## config.mk

```make
export PLATFORM = sky130hd
export DESIGN_NAME = irq_swizzle_router
export DESIGN_NICKNAME = d
export VERILOG_FILES = /design/src/rtl/irq_route_pkg.sv /design/src/rtl/irq_swizzle.sv /design/src/rtl/irq_route_regs.sv /design/src/rtl/irq_line_latch.sv /design/src/rtl/irq_route_merge.sv /design/src/rtl/irq_swizzle_router.sv
export SDC_FILE = /design/constraint.sdc
export NUM_CORES = 1
export LEC_CHECK = 0
export BUFFER_PORTS_ARGS = -buffer_cell sky130_fd_sc_hd__clkbuf_2
export CORE_MARGIN = 3
export CORE_UTILIZATION = 51
export DETAILED_ROUTE_END_ITERATION = 10
export GPL_TIMING_DRIVEN = 0
export PLACE_DENSITY = 0.76
export SLEW_MARGIN = 20
export SYNTH_ARGS = -nofsm -noshare
export SYNTH_HDL_FRONTEND = slang
export SYNTH_HIERARCHICAL = 1
export SYNTH_SLANG_ARGS = --single-unit
```

## constraint.sdc

```tcl
create_clock -name clk -period 1.6 [get_ports clk]
set_input_delay 0.24 -clock clk [delete_from_list [all_inputs] [get_ports clk]]
set_output_delay 0.24 -clock clk [all_outputs]
set_load 0.01 [all_outputs]
```

## src/rtl/irq_route_pkg.sv

```systemverilog
package irq_route_pkg;
  localparam int unsigned ROUTE_W = 8;
  typedef logic [ROUTE_W-1:0] route_t;
  // Top bit set marks the line as disconnected.
  localparam route_t ROUTE_OFF = route_t'(1) << (ROUTE_W - 1);

  // True when an entry is enabled and names the given controller input.
  function automatic logic route_targets(input route_t r, input int unsigned tgt);
    return !r[ROUTE_W-1] && (32'(r[ROUTE_W-2:0]) == tgt);
  endfunction
endpackage

```

## src/rtl/irq_swizzle.sv

```systemverilog
module irq_swizzle #(
  parameter int unsigned DEVFN_W   = 8,
  parameter int unsigned FUNC_BITS = 3,
  parameter int unsigned LINES     = 4,
  parameter int unsigned BASE_SLOT = 18,
  localparam int unsigned SLOT_W = DEVFN_W - FUNC_BITS,
  localparam int unsigned LIDX_W = $clog2(LINES)
) (
  input  logic [DEVFN_W-1:0] devfn,
  input  logic [LIDX_W-1:0]  pin,
  output logic [SLOT_W-1:0]  slot,
  output logic               in_window,
  output logic [LIDX_W-1:0]  line
);
  function automatic logic [LIDX_W-1:0] rotate(input logic [SLOT_W-1:0] s,
                                               input logic [LIDX_W-1:0] p);
    logic [SLOT_W-1:0] ofs;
    logic [SLOT_W-1:0] sum;
    ofs = s - SLOT_W'(BASE_SLOT);
    sum = ofs + SLOT_W'(p);
    return sum[LIDX_W-1:0];
  endfunction

  always_comb begin
    slot      = SLOT_W'(devfn / (2 ** FUNC_BITS));
    in_window = (32'(slot) >= BASE_SLOT) && (32'(slot) < BASE_SLOT + LINES);
    line      = in_window ? rotate(slot, pin) : pin;
  end
endmodule

```

## src/rtl/irq_route_regs.sv

```systemverilog
module irq_route_regs
  import irq_route_pkg::*;
#(
  parameter int unsigned LINES = 4,
  localparam int unsigned LIDX_W = $clog2(LINES)
) (
  input  logic                          clk,
  input  logic                          rst_n,
  input  logic                          wr_en,
  input  logic [LIDX_W-1:0]             idx,
  input  route_t                        wr_data,
  output route_t                        rd_data,
  output logic [LINES-1:0][ROUTE_W-1:0] routes
);
  for (genvar i = 0; i < LINES; i++) begin : g_entry
    always_ff @(posedge clk) begin
      if (!rst_n)
        routes[i] <= ROUTE_OFF;
      else if (wr_en && (32'(idx) == i))
        routes[i] <= wr_data;
    end
  end

  assign rd_data = routes[idx];
endmodule

```

## src/rtl/irq_line_latch.sv

```systemverilog
module irq_line_latch #(
  parameter int unsigned LINES = 4,
  localparam int unsigned LIDX_W = $clog2(LINES)
) (
  input  logic              clk,
  input  logic              rst_n,
  input  logic              evt_valid,
  input  logic [LIDX_W-1:0] evt_idx,
  input  logic              evt_level,
  output logic [LINES-1:0]  lvl
);
  for (genvar i = 0; i < LINES; i++) begin : g_line
    always_ff @(posedge clk) begin
      if (!rst_n)
        lvl[i] <= 1'b0;
      else if (evt_valid && (32'(evt_idx) == i))
        lvl[i] <= evt_level;
    end
  end
endmodule

```

## src/rtl/irq_route_merge.sv

```systemverilog
module irq_route_merge
  import irq_route_pkg::*;
#(
  parameter int unsigned LINES   = 4,
  parameter int unsigned TARGETS = 16
) (
  input  logic                          clk,
  input  logic                          rst_n,
  input  logic [LINES-1:0][ROUTE_W-1:0] routes,
  input  logic [LINES-1:0]              lvl,
  output logic [TARGETS-1:0]            tgt_mask,
  output logic [TARGETS-1:0]            irq_q
);
  logic [TARGETS-1:0] irq_d;

  for (genvar t = 0; t < TARGETS; t++) begin : g_tgt
    logic [LINES-1:0] hits;
    always_comb begin
      for (int i = 0; i < LINES; i++)
        hits[i] = route_targets(routes[i], t);
      tgt_mask[t] = |hits;
      irq_d[t]    = |(hits & lvl);
    end
  end

  always_ff @(posedge clk) begin
    if (!rst_n) irq_q <= '0;
    else        irq_q <= irq_d;
  end
endmodule

```

## src/rtl/irq_swizzle_router.sv

```systemverilog
module irq_swizzle_router
  import irq_route_pkg::*;
#(
  parameter int unsigned DEVFN_W   = 8,
  parameter int unsigned FUNC_BITS = 3,
  parameter int unsigned LINES     = 4,
  parameter int unsigned BASE_SLOT = 18,
  parameter int unsigned TARGETS   = 16,
  localparam int unsigned LIDX_W = $clog2(LINES),
  localparam int unsigned SLOT_W = DEVFN_W - FUNC_BITS
) (
  input  logic               clk,
  input  logic               rst_n,
  input  logic [DEVFN_W-1:0] sw_devfn,
  input  logic [LIDX_W-1:0]  sw_pin,
  output logic [LIDX_W-1:0]  sw_line,
  input  logic               line_evt_valid,
  input  logic [LIDX_W-1:0]  line_evt_idx,
  input  logic               line_evt_level,
  input  logic               cfg_wr_en,
  input  logic [LIDX_W-1:0]  cfg_addr,
  input  logic [ROUTE_W-1:0] cfg_wdata,
  output logic [ROUTE_W-1:0] cfg_rdata,
  output logic [TARGETS-1:0] ctl_irq
);
  // Internal events named for the checker.
  logic [SLOT_W-1:0]              sw_slot;
  logic                           sw_in_window;
  logic [LINES-1:0]               line_lvl;
  logic [LINES-1:0][ROUTE_W-1:0]  route_tab;
  logic [TARGETS-1:0]             tgt_mask;

  irq_swizzle #(
    .DEVFN_W(DEVFN_W), .FUNC_BITS(FUNC_BITS), .LINES(LINES), .BASE_SLOT(BASE_SLOT)
  ) u_swz (
    .devfn(sw_devfn), .pin(sw_pin), .slot(sw_slot),
    .in_window(sw_in_window), .line(sw_line)
  );

  irq_route_regs #(.LINES(LINES)) u_regs (
    .clk(clk), .rst_n(rst_n), .wr_en(cfg_wr_en), .idx(cfg_addr),
    .wr_data(cfg_wdata), .rd_data(cfg_rdata), .routes(route_tab)
  );

  irq_line_latch #(.LINES(LINES)) u_lines (
    .clk(clk), .rst_n(rst_n), .evt_valid(line_evt_valid),
    .evt_idx(line_evt_idx), .evt_level(line_evt_level), .lvl(line_lvl)
  );

  irq_route_merge #(.LINES(LINES), .TARGETS(TARGETS)) u_merge (
    .clk(clk), .rst_n(rst_n), .routes(route_tab), .lvl(line_lvl),
    .tgt_mask(tgt_mask), .irq_q(ctl_irq)
  );
endmodule

```

==> impl_metrics.yaml <==
worst_setup_path:
  cp_slowest_cell: "mux4_2"
  reg2reg_slack_ns: 0.01
  max_stage_delay_ns: 0.46
  crit_chain: "buf_6 > mux4_2 > buf_6"
  rr_endpoint: "u_merge/irq_q[12]"
  timing_worst_setup_path_type: "flip-flop to output port"
  required_ns: 1.36
  cp_num_buf_inv: 2
  end_kind: "output port"
  critical_path_arrival_ns: 1.36
  path_delay_family: "multiplexers"
  cp-start-kind: "flip-flop"
  cpMostUsedCell: "buf_6"
  reg2reg_from: "u_regs/routes[7]"
  r2r_cells: 4
  critical_path.max_fanout: 3
layout:
  final_net_count: 371
  n_antenna_cell: 0
  layout-drive-gt1-share_pct: 33.7
  fin_util_pct: 67.4
  design_area_um2: 3310
  instances_no_fill: 411
  areaGrowthSynthToFinish_pct: 22.4
route:
  vias: 2400
  drt_pass1_iterations: 5
  drtAntennaViolNets: 0
  via_per_inst: 5.84
  route.detailed.drc: 0
  drt-initial-drc-count: 133
  wl_per_cell_um: 16.7
  wirelength_um: 6850
clocking:
  numCtsBuffers: 5
  clock_sinks: 52
  clockRootBuffer: "clkbuf_8"
  path_clk_slew_ns: 0.09
  clock_tree.buffer_depth: 2
  insertion_delay_ns: 0.31
  tritoncts: "done"
  h-tree-depth: 2
timing:
  slew_viol_final: 0
  setup_viol: 1
  min_period_ns: 1.60
  finalSetupTns_ns: -0.00422
  hold_viol_final: 0
  worst_slack_ns: -0.00422
  fin_crit_sh_pct: 100
  fin_skew_ns: 0.00829
  max_freq_ghz: 0.623
  rsz0062_at_grt: "yes"
  slew_headroom_pct: 64.7
  worst_slew_pin_slew_ns: 0.530
placed_design:
  dpl_cell_area_um2: 3030
  gp_congestion: 0.997
  port_buffers: 49
  hpwl_um: 5080
  place_ws_ns: -0.194
  dp.cells: 402
yosys:
  synth_warnings: 6
  synth_nets: 314
  syn_inst: 286
  syn_area_per_cell_um2: 9.45
  netlist_area_um2: 2700
floorplanning:
  num_rows: 25
  num_io_pins: 53
  initial_core_util_pct: 55.1
  core_area_um2: 4910
  die_h_um: 78.8
  die_x_um: 78.8
  die_area_um2: 6210
hold_path:
  holdPathStages: 3
  hp-class: "input port to flip-flop"
  hp-start: "cfg_wdata[2]"
  hold_end: "u_regs/routes[26]"
global_routing:
  grt_max_degree: 17
  antenna_found_initial: 0
  grt_pass1_wl_um: 11400
  grt.total_usage_pct: 23.3
  grt_overflow: 0
  grt_pass1_vias: 2385
power:
  switching_share_pct: 24.4
  peakVddDrop_v: 0.000784
  power.density_nw_per_um2: 774
  p_clk_share_pct: 35.1
  leakage_uw: 0.00140
  p_sw_uw: 624
  seq_power_share_pct: 53.5
  comb_power_share_pct: 11.4
  intPower_uw: 1940
status:
  violations: "setup timing"
  outcome: "complete, but fails checks"
run:
  maxCapViolCount: 0
[power groups by stage]
stage / Combinational [uW] / Clock, uW / Sequential [uW]
after floorplan: 183 / 0 / 1380
after global placement: 265 / 0 / 1390
after detailed placement: 272 / 0 / 1390
after CTS: 280 / 927 / 1370
after global routing: 318 / 990 / 1380
final: 292 / 900 / 1370
[sequential cells by signal (all words and copies together) (netlist names)]
signal,flops
u_merge/irq_q,16
u_regs/routes,32
u_lines/lvl,4
[final cells by class]
| type | instances | area, um^2 |
|---|---|---|
| tap | 67 | 83.8 |
| clock buffer | 6 | 72.6 |
| sequential | 52 | 1060 |
| fill | 400 | 1600 |
| buffer | 17 | 105 |
| multi-input combinational | 215 | 1660 |
| timing repair buffer | 52 | 288 |
| clock inverter | 2 | 38.8 |
[layer usage]
| metal | track usage (%) | vias up | share of wire, % |
|---|---|---|---|
| li1 | - | 1148 | - |
| met1 | 28.4 | 1112 | 42 |
| met2 | 39.6 | 115 | 48 |
| met3 | 4.88 | 25 | 6.0 |
| met4 | 10.5 | 0 | 3.5 |
| met5 | 0 | - | 0 |
[timing repair]
item	in CTS	in global routing
gates resized for setup	17	24
hold buffers	0	0
setup buffers	2	1
endpoints found under the setup margin	16	20
pin swaps	5	4
[stage by stage]
stage | hold WS (ns) | total power [uW]
after floorplan | 0.386 | 1560
after global placement | 0.457 | 1660
after detailed placement | 0.470 | 1670
after CTS | 0.229 | 2570
after global routing | 0.233 | 2690
final | 0.236 | 2560
[layout by cell type, fill, tap and decap left out, types with 2 or more instances in the layout]
cell type and n:
nor2b_1 12, nand2_1 57, a32o_1 3, o22ai_2 7, dfxtp_2 12, mux4_2 8
nor4_4 3, o22ai_1 20, nor2_1 6, dfxtp_1 39, or2_4 2, nand3_1 8
clkbuf_1 7, mux2i_1 36, buf_4 6, nand2b_1 4, buf_2 2, clkbuf_8 5
nand4b_1 2, o31a_1 2, nor3_1 2, or4_4 2, nand3b_1 7, buf_6 6
clkbuf_2 48, o21a_1 14
[how the worst max path moves through the flow]
stage | from | to | slack (ns) | cells past startpoint
final | u_regs/routes[4] | cfg_rdata[4] | -0.004 | 3
after global placement | u_regs/routes[29] | u_merge/irq_q[7] | -0.19 | 4
after CTS | u_regs/routes[7] | u_merge/irq_q[12] | -0.04 | 4
after floorplan | u_regs/routes[5] | u_merge/irq_q[0] | 0.07 | 5
after global routing | u_regs/routes[4] | cfg_rdata[4] | -0.06 | 3
after detailed placement | u_regs/routes[29] | u_merge/irq_q[7] | -0.19 | 4
[tightest hold or removal path, cell delays in order]
cell,delay (ns)
clkbuf_2,0.08
nand2_1,0.11
mux2i_1,0.08
Power figures use the tool's default switching activity.
